<file path="config.mk">
export PLATFORM = sky130hd
export DESIGN_NAME = pc_pager
export DESIGN_NICKNAME = d
export VERILOG_FILES = /design/src/rtl/pcu_pkg.sv /design/src/rtl/pcu_page_latch.sv /design/src/rtl/pcu_next_addr.sv /design/src/rtl/pcu_pc_reg.sv /design/src/rtl/pc_pager.sv
export SDC_FILE = /design/constraint.sdc
export NUM_CORES = 1
export LEC_CHECK = 0
export BUFFER_PORTS_ARGS = -buffer_cell sky130_fd_sc_hd__buf_2
export CORE_ASPECT_RATIO = 0.9
export CORE_UTILIZATION = 30
export DETAILED_ROUTE_END_ITERATION = 6
export PLACE_DENSITY = 0.51
export SLEW_MARGIN = 20
export SYNTH_ARGS = -nofsm -noshare
export SYNTH_HDL_FRONTEND = slang
export SYNTH_SLANG_ARGS = --single-unit
</file>
<file path="constraint.sdc">
create_clock -name clk -period 4.4 [get_ports clk]
set_input_delay 0.22 -clock clk [delete_from_list [all_inputs] [get_ports clk]]
set_output_delay 0.22 -clock clk [all_outputs]
set_load 0.02 [all_outputs]
</file>
<file path="src/rtl/pcu_pkg.sv">
package pcu_pkg;

    typedef enum logic [2:0] {
        OP_STEP   = 3'd0,
        OP_WRLOW  = 3'd1,
        OP_ADDLOW = 3'd2,
        OP_GOTO   = 3'd3,
        OP_CALL   = 3'd4,
        OP_RET    = 3'd5,
        OP_IRQ    = 3'd6,
        OP_RSVD   = 3'd7
    } pc_op_e;

endpackage

</file>
<file path="src/rtl/pcu_page_latch.sv">
module pcu_page_latch #(
    parameter int HI_W = 5
) (
    input  logic            clk,
    input  logic            rst_n,
    input  logic            we,
    input  logic [HI_W-1:0] wd,
    output logic [HI_W-1:0] q
);

    always_ff @(posedge clk or negedge rst_n) begin
        if (!rst_n) begin
            q <= '0;
        end else if (we) begin
            q <= wd;
        end
    end

    // a write lands at the edge; without a write the latch holds
    a_r10_latch_write: assert property (@(posedge clk) disable iff (!rst_n)
        we |=> q == $past(wd));
    a_r10_latch_hold: assert property (@(posedge clk) disable iff (!rst_n)
        !we |=> $stable(q));

endmodule

</file>
<file path="src/rtl/pcu_next_addr.sv">
module pcu_next_addr
    import pcu_pkg::*;
#(
    parameter int            PC_W  = 13,
    parameter int            LOW_W = 8,
    parameter int            BR_W  = 11,
    parameter logic [PC_W-1:0] VEC = 13'h0004
) (
    input  logic [PC_W-1:0]       cur,
    input  logic                  en,
    input  logic [2:0]            op,
    input  logic [LOW_W-1:0]      dat,
    input  logic [BR_W-1:0]       tgt,
    input  logic [PC_W-1:0]       pop,
    input  logic [PC_W-LOW_W-1:0] lat,
    output logic [PC_W-1:0]       nxt,
    output logic                  push_en,
    output logic [PC_W-1:0]       push_addr
);

    localparam int HI_W   = PC_W - LOW_W;
    localparam int PG_LSB = BR_W - LOW_W;

    pc_op_e          op_e;
    logic [PC_W-1:0] inc;
    logic [LOW_W-1:0] low_sum;

    assign op_e    = pc_op_e'(op);
    assign inc     = cur + PC_W'(1);
    assign low_sum = cur[LOW_W-1:0] + dat;

    // next-address selection
    always_comb begin
        nxt = cur;
        if (en) begin
            unique case (op_e)
                OP_STEP, OP_RSVD: nxt = inc;
                OP_WRLOW:         nxt = {lat, dat};
                OP_ADDLOW:        nxt = {lat, low_sum};
                OP_GOTO, OP_CALL: nxt = {lat[HI_W-1:PG_LSB], tgt};
                OP_RET:           nxt = pop;
                OP_IRQ:           nxt = VEC;
            endcase
        end
    end

    // push request toward the return stack
    always_comb begin
        push_en   = 1'b0;
        push_addr = inc;
        if (en) begin
            unique case (op_e)
                OP_CALL, OP_IRQ: push_en = 1'b1;
                default:         push_en = 1'b0;
            endcase
        end
    end

    // a disabled cycle never pushes and leaves the address alone
    always_comb begin
        if (!en) begin
            a_r3_idle_comb: assert (!push_en && nxt == cur);
        end
    end

endmodule

</file>
<file path="src/rtl/pcu_pc_reg.sv">
module pcu_pc_reg #(
    parameter int PC_W = 13
) (
    input  logic            clk,
    input  logic            rst_n,
    input  logic [PC_W-1:0] d,
    output logic [PC_W-1:0] q
);

    always_ff @(posedge clk or negedge rst_n) begin
        if (!rst_n) begin
            q <= '0;
        end else begin
            q <= d;
        end
    end

endmodule

</file>
<file path="src/rtl/pc_pager.sv">
module pc_pager
    import pcu_pkg::*;
#(
    parameter int              PC_W  = 13,
    parameter int              LOW_W = 8,
    parameter int              BR_W  = 11,
    parameter logic [PC_W-1:0] VEC   = 13'h0004
) (
    input  logic                  clk,
    input  logic                  rst_n,
    input  logic                  cyc_en,
    input  logic [2:0]            op,
    input  logic [LOW_W-1:0]      dat_in,
    input  logic [BR_W-1:0]       ins_tgt,
    input  logic [PC_W-1:0]       stk_pop,
    input  logic                  lat_we,
    input  logic [PC_W-LOW_W-1:0] lat_wd,
    output logic [PC_W-1:0]       pc_addr,
    output logic [LOW_W-1:0]      pcl_rd,
    output logic                  push_en,
    output logic [PC_W-1:0]       push_addr
);

    localparam int HI_W   = PC_W - LOW_W;
    localparam int PG_LSB = BR_W - LOW_W;

    logic [HI_W-1:0] lat_q;
    logic [PC_W-1:0] nxt_pc;

    pcu_page_latch #(.HI_W(HI_W)) i_latch (
        .clk   (clk),
        .rst_n (rst_n),
        .we    (lat_we),
        .wd    (lat_wd),
        .q     (lat_q)
    );

    pcu_next_addr #(
        .PC_W  (PC_W),
        .LOW_W (LOW_W),
        .BR_W  (BR_W),
        .VEC   (VEC)
    ) i_next (
        .cur       (pc_addr),
        .en        (cyc_en),
        .op        (op),
        .dat       (dat_in),
        .tgt       (ins_tgt),
        .pop       (stk_pop),
        .lat       (lat_q),
        .nxt       (nxt_pc),
        .push_en   (push_en),
        .push_addr (push_addr)
    );

    pcu_pc_reg #(.PC_W(PC_W)) i_pc (
        .clk   (clk),
        .rst_n (rst_n),
        .d     (nxt_pc),
        .q     (pc_addr)
    );

    assign pcl_rd = pc_addr[LOW_W-1:0];

    // sequential advance with wrap
    a_r2_step: assert property (@(posedge clk) disable iff (!rst_n)
        (cyc_en && (op == OP_STEP || op == OP_RSVD))
        |=> pc_addr == PC_W'($past(pc_addr) + 1));
    // disabled cycles hold the address
    a_r3_hold: assert property (@(posedge clk) disable iff (!rst_n)
        !cyc_en |=> $stable(pc_addr));
    // low-byte write takes the full upper field from the latch
    a_r4_low_write: assert property (@(posedge clk) disable iff (!rst_n)
        (cyc_en && op == OP_WRLOW)
        |=> pc_addr == {$past(lat_q), $past(dat_in)});
    // computed jump drops the carry out of the low byte
    a_r5_add_low: assert property (@(posedge clk) disable iff (!rst_n)
        (cyc_en && op == OP_ADDLOW)
        |=> pc_addr == {$past(lat_q),
                        LOW_W'($past(pc_addr[LOW_W-1:0]) + $past(dat_in))});
    // branch uses only the page bits of the latch
    a_r6_branch: assert property (@(posedge clk) disable iff (!rst_n)
        (cyc_en && (op == OP_GOTO || op == OP_CALL))
        |=> pc_addr == {$past(lat_q[HI_W-1:PG_LSB]), $past(ins_tgt)});
    // a call pushes the incremented address in the same cycle
    a_r7_push: assert property (@(posedge clk) disable iff (!rst_n)
        (cyc_en && op == OP_CALL)
        |-> push_en && push_addr == PC_W'(pc_addr + 1));
    // return reloads all bits and keeps the latch
    a_r8_return: assert property (@(posedge clk) disable iff (!rst_n)
        (cyc_en && op == OP_RET && !lat_we)
        |=> pc_addr == $past(stk_pop) && $stable(lat_q));
    // interrupt goes to the vector
    a_r9_vector: assert property (@(posedge clk) disable iff (!rst_n)
        (cyc_en && op == OP_IRQ) |=> pc_addr == VEC);

endmodule

</file>
**After elaboration in Yosys (flattened, before gate mapping)**

Cells that the tools add are included.

- Add/subtract/negate cells: 2
- Multipliers: 0
- Divide/modulo/power cells: 0
- Magnitude comparators: 0
- Eq/ne operators: 7
- Shift operators: 0
- Multiplexer cells: 3
- Bitwise logic cells: 0
- Reduce and logical (&&, ||, !) cells: 4

Operators by type and width:

| cell | count |
|---|---|
| case mux 13 bit (6 select lines) | 1 |
| adder 13 x 1 -> 13 bit, second input constant | 1 |
| == test 3 bit, second input constant | 4 |
| adder 8 bit | 1 |
| == test 3 x 2 -> 1 bit, second input constant | 2 |
| OR reduction 2 bit | 3 |
| == test 3 x 1 -> 1 bit, second input constant | 1 |
| logical NOT 3 bit | 1 |
| two-way mux 1 bit | 2 |

- Register bits after elaboration: 18
- Latch bits: 0
- RAM bits: 0
- Memory bits (read-only): 0
- Output and inout bits: 35
- Logic and storage cells: 18
- Memories: 0

**Longest topological paths before layout**

Gate-level depths: netlist of run 1.

- Depth in word-level cells: 4
- Mapped depth: 8
- Mapped depth without buffers: 8

**Modules after synthesis**

A second synthesis of run 1 with hierarchy kept.

- Cell total of the unflattened synthesis: 234
- Area total of the unflattened synthesis: 1966.9 µm²

By module, submodules not included:

| module | instances | cells an instance | area each (µm²) | sequential area each (µm²) |
|---|---|---|---|---|
| pcu_next_addr | 1 | 203 | 1400.1 | 0.0 |
| pcu_pc_reg | 1 | 13 | 325.3 | 325.3 |
| pcu_page_latch | 1 | 10 | 181.4 | 125.1 |
| pc_pager | 1 | 8 | 60.1 | 0.0 |

**Worst setup path after synthesis of run 1**

OpenSTA, ideal clock, no wires.

- Path type: register to register
- Start: register i_pc.q[3]
- End: register i_pc.q[7]
- Arrival: 1889 ps
- Data required time: 4279 ps
- Setup slack: 2389 ps
- Cell stages (with the launch flop): 6
- Path buffers: 0
- Clock period less this slack: 2011 ps
- Path through: dfrtp_1 ha_1 or4_1 o22ai_1 mux2_1 o22a_1

- Cells in the longest elaborated chain, start to end: 2
- Elaborated cells between the ends (all ways): 3
- Classes of those cells: add/sub: 2; mux: 1

RTL lines:

| element | line | RTL |
|---|---|---|
| start, declared | pcu_pc_reg.sv:7 | `output logic [PC_W-1:0] q` |
| start signal, assigned | pcu_pc_reg.sv:12 | `q <= '0;` |
| start signal, assigned | pcu_pc_reg.sv:14 | `q <= d;` |
| adder 13 x 1 -> 13 bit / adder 8 bit (equally long branches) | pcu_next_addr.sv:29, pcu_next_addr.sv:30 |  |
| case mux 13 bit (6 select lines) * | pcu_next_addr.sv:36 | `unique case (op_e)` |

Every way passes the cells marked *; elsewhere a longest branch is shown, timed or not.
A chain may end at the register's enable or synchronous reset.

**Worst setup path after layout of run 1**

- Start: register i_pc.q[1]
- End: output push_addr[12]

- Cells in the longest elaborated chain, start to end: 1

RTL lines:

| element | line | RTL |
|---|---|---|
| adder 13 x 1 -> 13 bit | pcu_next_addr.sv:29 | `assign inc = cur + PC_W'(1);` |
| end, declared | pc_pager.sv:21 | `output logic [PC_W-1:0] push_addr` |

Every way passes these cells.

==> impl_metrics.tcl, run 1 <==
set metrics [dict create \
    run_status "finished, final reports clean" \
    coreArea_um2 6220 \
    row_count 27 \
    crit_path_end_kind "primary output" \
    synth_edf_count 0 \
    cts-root-buf "clkbuf_8" \
    cp_top_family "simple AND/OR/NAND/NOR gates" \
    yosysMostFrequentCell "dfrtp_1" \
    r2r_cells 8 \
    tritoncts "built" \
    hold_violations 0 \
    grt_start_max_net_pins 37 \
    synth_top_area_frac 0.229 \
    final-setup-viol-count 0 \
    drt-initial-drc-count 138 \
    synth_largest_area_cell "dfrtp_1" \
    synth_seq_cells 18 \
    drt-total-wl_mm 6.30 \
    timing.critical_path.buf_inv 1 \
    crit_path_max_fanout 8 \
    die_y_um 78.8 \
    rsz0062_at_grt "no" \
    drv_cap 0 \
    maxSlewViolCount 0 \
    rrSetupSlack_ps 2310 \
    fmax_ghz 0.431 \
    critical_path_class "flip-flop to primary output" \
    cts_setup_buffers 0 \
    synthTopCellsByCount "dfrtp_1 (18), nor2_1 (17), o21ai_0 (17)" \
    hpwl_mm 4.82 \
    yosysWarningCount 0 \
    setup-tns-final_ps 0 \
    p_comb_frac 0.513 \
    cp.arrival_ps 2100 \
    dieArea_um2 6880 \
    leakage_nw 1.08 \
    cts_max_level 1 \
    synth.area.top_cells "dfrtp_1 (23%), mux2i_1 (6.6%), ha_1 (5.1%), o21ai_0 (4.3%), mux2_2 (4.0%)" \
    synthCells 241 \
    avgSynthCellArea_um2 8.16 \
    p_switching_mw 0.326 \
    hold_class "primary input to flip-flop" \
    cts_hold_buf 1 \
    antenna_found_initial 0 \
    tightest_slew_ps 688 \
    gr-total-overflow 0 \
    synthFlopType "dfrtp_1" \
    postRouteAntennaNets 0 \
    area_growth_pct 20.9 \
    rr_startpoint "i_pc.q[0]" \
    first_pass_iters 4 \
    clk_pin_slew_ps 70 \
    multi_input_area_um2 1320 \
    grtUsageTotal 0.186 \
    fin_crit_ps 2320 \
    fill_cells 698 \
    async_flop_share 1.00 \
    pin_count 79 \
    power_density_nw_per_um2 303 \
    start_util 0.316 \
    start_kind "flip-flop" \
    r2r_end "i_pc.q[4]" \
    seq_power_share 0.317 \
    path_cells "ha_1, nand3_1, nor3_2, and3_1, xnor2_1, buf_2" \
    startpoint "i_pc.q[1]" \
    clk_latency_ps 260 \
    pwr-share-clk 0.170 \
    relSlewSlack 0.541 \
    cts_buffer_depth 2 \
    place.port_buffers 78 \
    syn_area_um2 1970 \
    place_congestion 0.917 \
    clkSinkCount 18 \
    numCtsBuffers 3 \
    path_depth 6 \
    required_ps 4180 \
    critPathCapture "push_addr[12]" \
    grt_pass1_wl_mm 9.76 \
    ctsResizeCount 0 \
    synth.distinct_cells 53 \
    drive_gt1_frac 0.306 \
    p_int_mw 0.395 \
    nNetsFinal 356 \
    layout_worst_path_cycle_share 0.527 \
    grt_pass1_vias 1812 \
    finClkSkew_ps 2.79 \
    ys_seq_area_frac 0.229 \
    max_stage_delay_ps 480 \
    antenna_cells 0 \
    vias_per_cell 5.32 \
    seq_area_um2 450 \
    synth_fp_nets 294 \
    wl_per_cell_um 16.2 \
    die_width_um 87.4 \
    drc 0 \
    power_mw 0.721 \
    switching_share 0.453 \
    peakVddDrop_uv 131 \
    vias 2063 \
    slowest_stage "dfrtp_1" \
]
==> registers in the layout, summed over array words and instances (netlist names) <==
register	flops
i_latch.q	5
i_pc.q	13
==> power groups by stage <==
stage                     sequential (mW)  clock (mW)  combinational, mW
after floorplan                     0.240           0              0.255
after global placement              0.229           0              0.372
after detailed placement            0.232           0              0.370
after CTS                           0.229       0.127              0.373
after global routing                0.235       0.135              0.406
final                               0.228       0.122              0.370
==> placed cells by master (no fill, tap or decap), types with 3 or more instances in the layout <==
cell and n:
nor2b_1 3, o21ai_0 17, o211ai_1 6, inv_1 13, a31oi_1 3, a2bb2oi_1 3, a21oi_1 14, nand4_1 3
xnor2_1 8, nand2_1 6, nor2_1 17, a211oi_1 3, mux2_2 7, clkbuf_8 3, dfrtp_1 18, o22ai_1 6
buf_2 78, nand3_1 6, a22oi_1 5, o221ai_1 3, o21ai_1 9, nand2b_1 5, mux2i_1 13, xor2_1 5
ha_1 8, nor3_1 7
==> area by class of cell <==
cell class / instances / share of cell area
clock buffer: 3 / 0.0174
timing repair buffer: 79 / 0.168
tap: 87 / 0.0458
multi-input combinational: 186 / 0.555
inverter: 15 / 0.0237
sequential: 18 / 0.189
==> metrics by stage <==
stage | hold slack (ps) | instance area, um2 | setup slack [ps] | utilization | std cells
after floorplan | -75.6 | 1970 | 2390 | - | 241
after global placement | 194 | 2330 | 2350 | 0.374 | 384
after detailed placement | 200 | 2330 | 2340 | 0.374 | 384
after CTS | 185 | 2380 | 2050 | 0.382 | 388
after global routing | 188 | 2380 | 1840 | 0.382 | 388
final | 186 | 2380 | 2080 | 0.382 | 388
==> layer usage <==
metal	up-vias	GRT usage	part of all wire
met5	-	0	0
met2	63	0.291	0.45
li1	1012	-	-
met3	2	0.0281	0.059
met4	0	0.0246	0.0037
met1	986	0.274	0.49
==> logic make-up (layout without fill, tap and decap cells) <==
kind of cell               Yosys count  in the layout  synth area share
AOI/OAI and AO/OA                   85             85             0.281
and+or+nand+nor                     57             57             0.153
buffers and inverters               37             97            0.0999
muxes                               22             22             0.118
DFF                                 18             18             0.229
xor gates and xnor gates            13             13            0.0579
adders and majority gates            9              9            0.0611
==> worst min path at each step <==
stage	startpoint	endpoint	cells past startpoint
after floorplan	rst_n	i_latch.q[0]	0
after CTS	lat_wd[2]	i_latch.q[2]	2
after global routing	lat_wd[2]	i_latch.q[2]	2
after global placement	rst_n	i_pc.q[5]	1
final	lat_wd[2]	i_latch.q[2]	2
after detailed placement	rst_n	i_pc.q[5]	1
Power figures use the tool's default switching activity.
==> run 2: changes to the inputs <==
==> constraint.sdc (replaced) <==
create_clock -name clk -period 2.4 [get_ports clk]
set_input_delay 0.12 -clock clk [delete_from_list [all_inputs] [get_ports clk]]
set_output_delay 0.12 -clock clk [all_outputs]
set_load 0.02 [all_outputs]
==> impl_metrics.tcl, run 2 (synthesis gave the netlist of run 1 again) <==
set metrics [dict create \
    run_status "finished, final reports clean" \
    place.port_buffers 78 \
    pwr-share-clk 0.168 \
    required_ps 2280 \
    slowest_stage "dfrtp_1" \
    top_regs "i_pc.q: 13 flops, i_latch.q: 5 flops" \
    tritoncts "built" \
    peakVddDrop_uv 203 \
    cts_max_level 1 \
    rsz0062_at_grt "no" \
    tightest_slew_ps 632 \
    clkSinkCount 18 \
    power_mw 1.34 \
    drv_cap 0 \
    r2r_cells 5 \
    drive_gt1_frac 0.322 \
    leakage_nw 1.12 \
    path_cells "ha_1, nand3_2, nor3_4, and3_1, xnor2_1, buf_2" \
    area_growth_pct 23.7 \
    fill_cells 696 \
    regMostFlops "i_pc.q" \
    final-setup-viol-count 0 \
    cts-root-buf "clkbuf_8" \
    die_width_um 87.4 \
    rrSetupSlack_ps 310 \
    p_comb_frac 0.535 \
    pin_count 79 \
    fmax_ghz 0.463 \
    cts_buffer_depth 2 \
    relSlewSlack 0.576 \
    holdPathStages 2 \
    dp_cells 390 \
    dieArea_um2 6880 \
    nNetsFinal 362 \
    crit_path_end_kind "primary output" \
    die_y_um 78.8 \
    layout_worst_path_cycle_share 0.900 \
    vias 2059 \
    hpwl_mm 4.82 \
    antenna_cells 0 \
    start_util 0.316 \
    crit_path_max_fanout 8 \
    whs_endpoint "i_latch.q[1]" \
    antenna_found_initial 0 \
    grt_start_max_net_pins 26 \
    stdcell_count 394 \
    coreArea_um2 6220 \
    seq_power_share 0.297 \
    final_common_cell "buf_2" \
    postRouteAntennaNets 0 \
    p_switching_mw 0.605 \
    first_pass_iters 4 \
    hold_class "primary input to flip-flop" \
    critical_path_class "flip-flop to primary output" \
    largest_reg_flops 13 \
    max_stage_delay_ps 470 \
    gr-total-overflow 0 \
    vias_per_cell 5.23 \
    hold_violations 0 \
    power_density_nw_per_um2 552 \
    numCtsBuffers 3 \
    p_int_mw 0.738 \
    finClkSkew_ps 0.725 \
    fin_crit_ps 2160 \
    final_cell_mix "buf_2 (78), dfrtp_1 (18), nor2_1 (17), o21ai_0 (17), a21oi_1 (14)" \
    clk_latency_ps 260 \
    place_congestion 0.837 \
    grt_pass1_wl_mm 9.86 \
    grtUsageTotal 0.188 \
    start_kind "flip-flop" \
    row_count 27 \
    cts_setup_buffers 0 \
    drt-total-wl_mm 6.25 \
    r2r_end "i_pc.q[7]" \
    setup-tns-final_ps 0 \
    maxSlewViolCount 0 \
    wl_per_cell_um 15.9 \
    drc 0 \
    cp.arrival_ps 2040 \
    switching_share 0.451 \
    finalInstanceArea_um2 2430 \
    startpoint "i_pc.q[0]" \
    drt-initial-drc-count 77 \
    place_area_um2 2370 \
    clk_pin_slew_ps 70 \
    grt_pass1_vias 1969 \
    holdCritStartpoint "lat_wd[1]" \
    rr_startpoint "i_pc.q[3]" \
]
## run 2: cell count changes in the layout (fill, tap and decap cells not counted)
cell	change
nand3_1	-1
nor3_4	+1
buf_4	+6
nand3_2	+1
nor3_2	-1
## run 2: power by group through the flow
stage          Combinational [mW]  Clock (mW)  Sequential (mW)
2_1_floorplan               0.468           0            0.440
3_3_place_gp                0.717           0            0.402
3_5_place_dp                0.716           0            0.405
4_1_cts                     0.720       0.234            0.399
5_1_grt                     0.788       0.242            0.408
6_report                    0.719       0.225            0.399
## run 2: worst max-delay path, delay by kind of cell (launching register included)
| family | cells | cell delay (ps) |
|---|---|---|
| fa+ha+maj | 1 | 300 |
| flops | 1 | 470 |
| buf+inv | 1 | 180 |
| xor+xnor | 1 | 130 |
| simple gates | 3 | 690 |
## run 2: timing repair
action                                  in CTS  in global routing
hold buffers                                 1                  0
gates resized for setup                      0                  2
endpoints found under the hold margin       18                  0
endpoints found under the setup margin       0                  1
## run 2: cell type report
type	instances	area, um2	area share
timing repair buffer	85	445	0.183
multi-input combinational	186	1330	0.547
inverter	15	56.3	0.0231
clock buffer	3	41.3	0.0170
tap	87	109	0.0447
sequential	18	450	0.185
## run 2: worst max path at each step
stage	to	cells past startpoint
after detailed placement	i_pc.q[7]	5
final	push_addr[12]	6
after global placement	i_pc.q[7]	6
after floorplan	i_pc.q[7]	5
after CTS	push_addr[12]	6
after global routing	push_addr[12]	6
## run 2: layer usage
layer,GRT usage,part of all wire,up-vias
met1,0.262,0.48,965
li1,-,-,1025
met4,0.0295,0.0034,0
met2,0.309,0.45,65
met5,0,0,-
met3,0.0281,0.063,4
## run 2: metrics by stage
stage	util	hold WS [ps]	setup WS [ps]
2_1_floorplan	-	-176	389
3_3_place_gp	0.381	113	371
3_5_place_dp	0.381	104	338
4_1_cts	0.390	84.9	137
5_1_grt	0.392	91.3	95.6
6_report	0.392	88.2	240
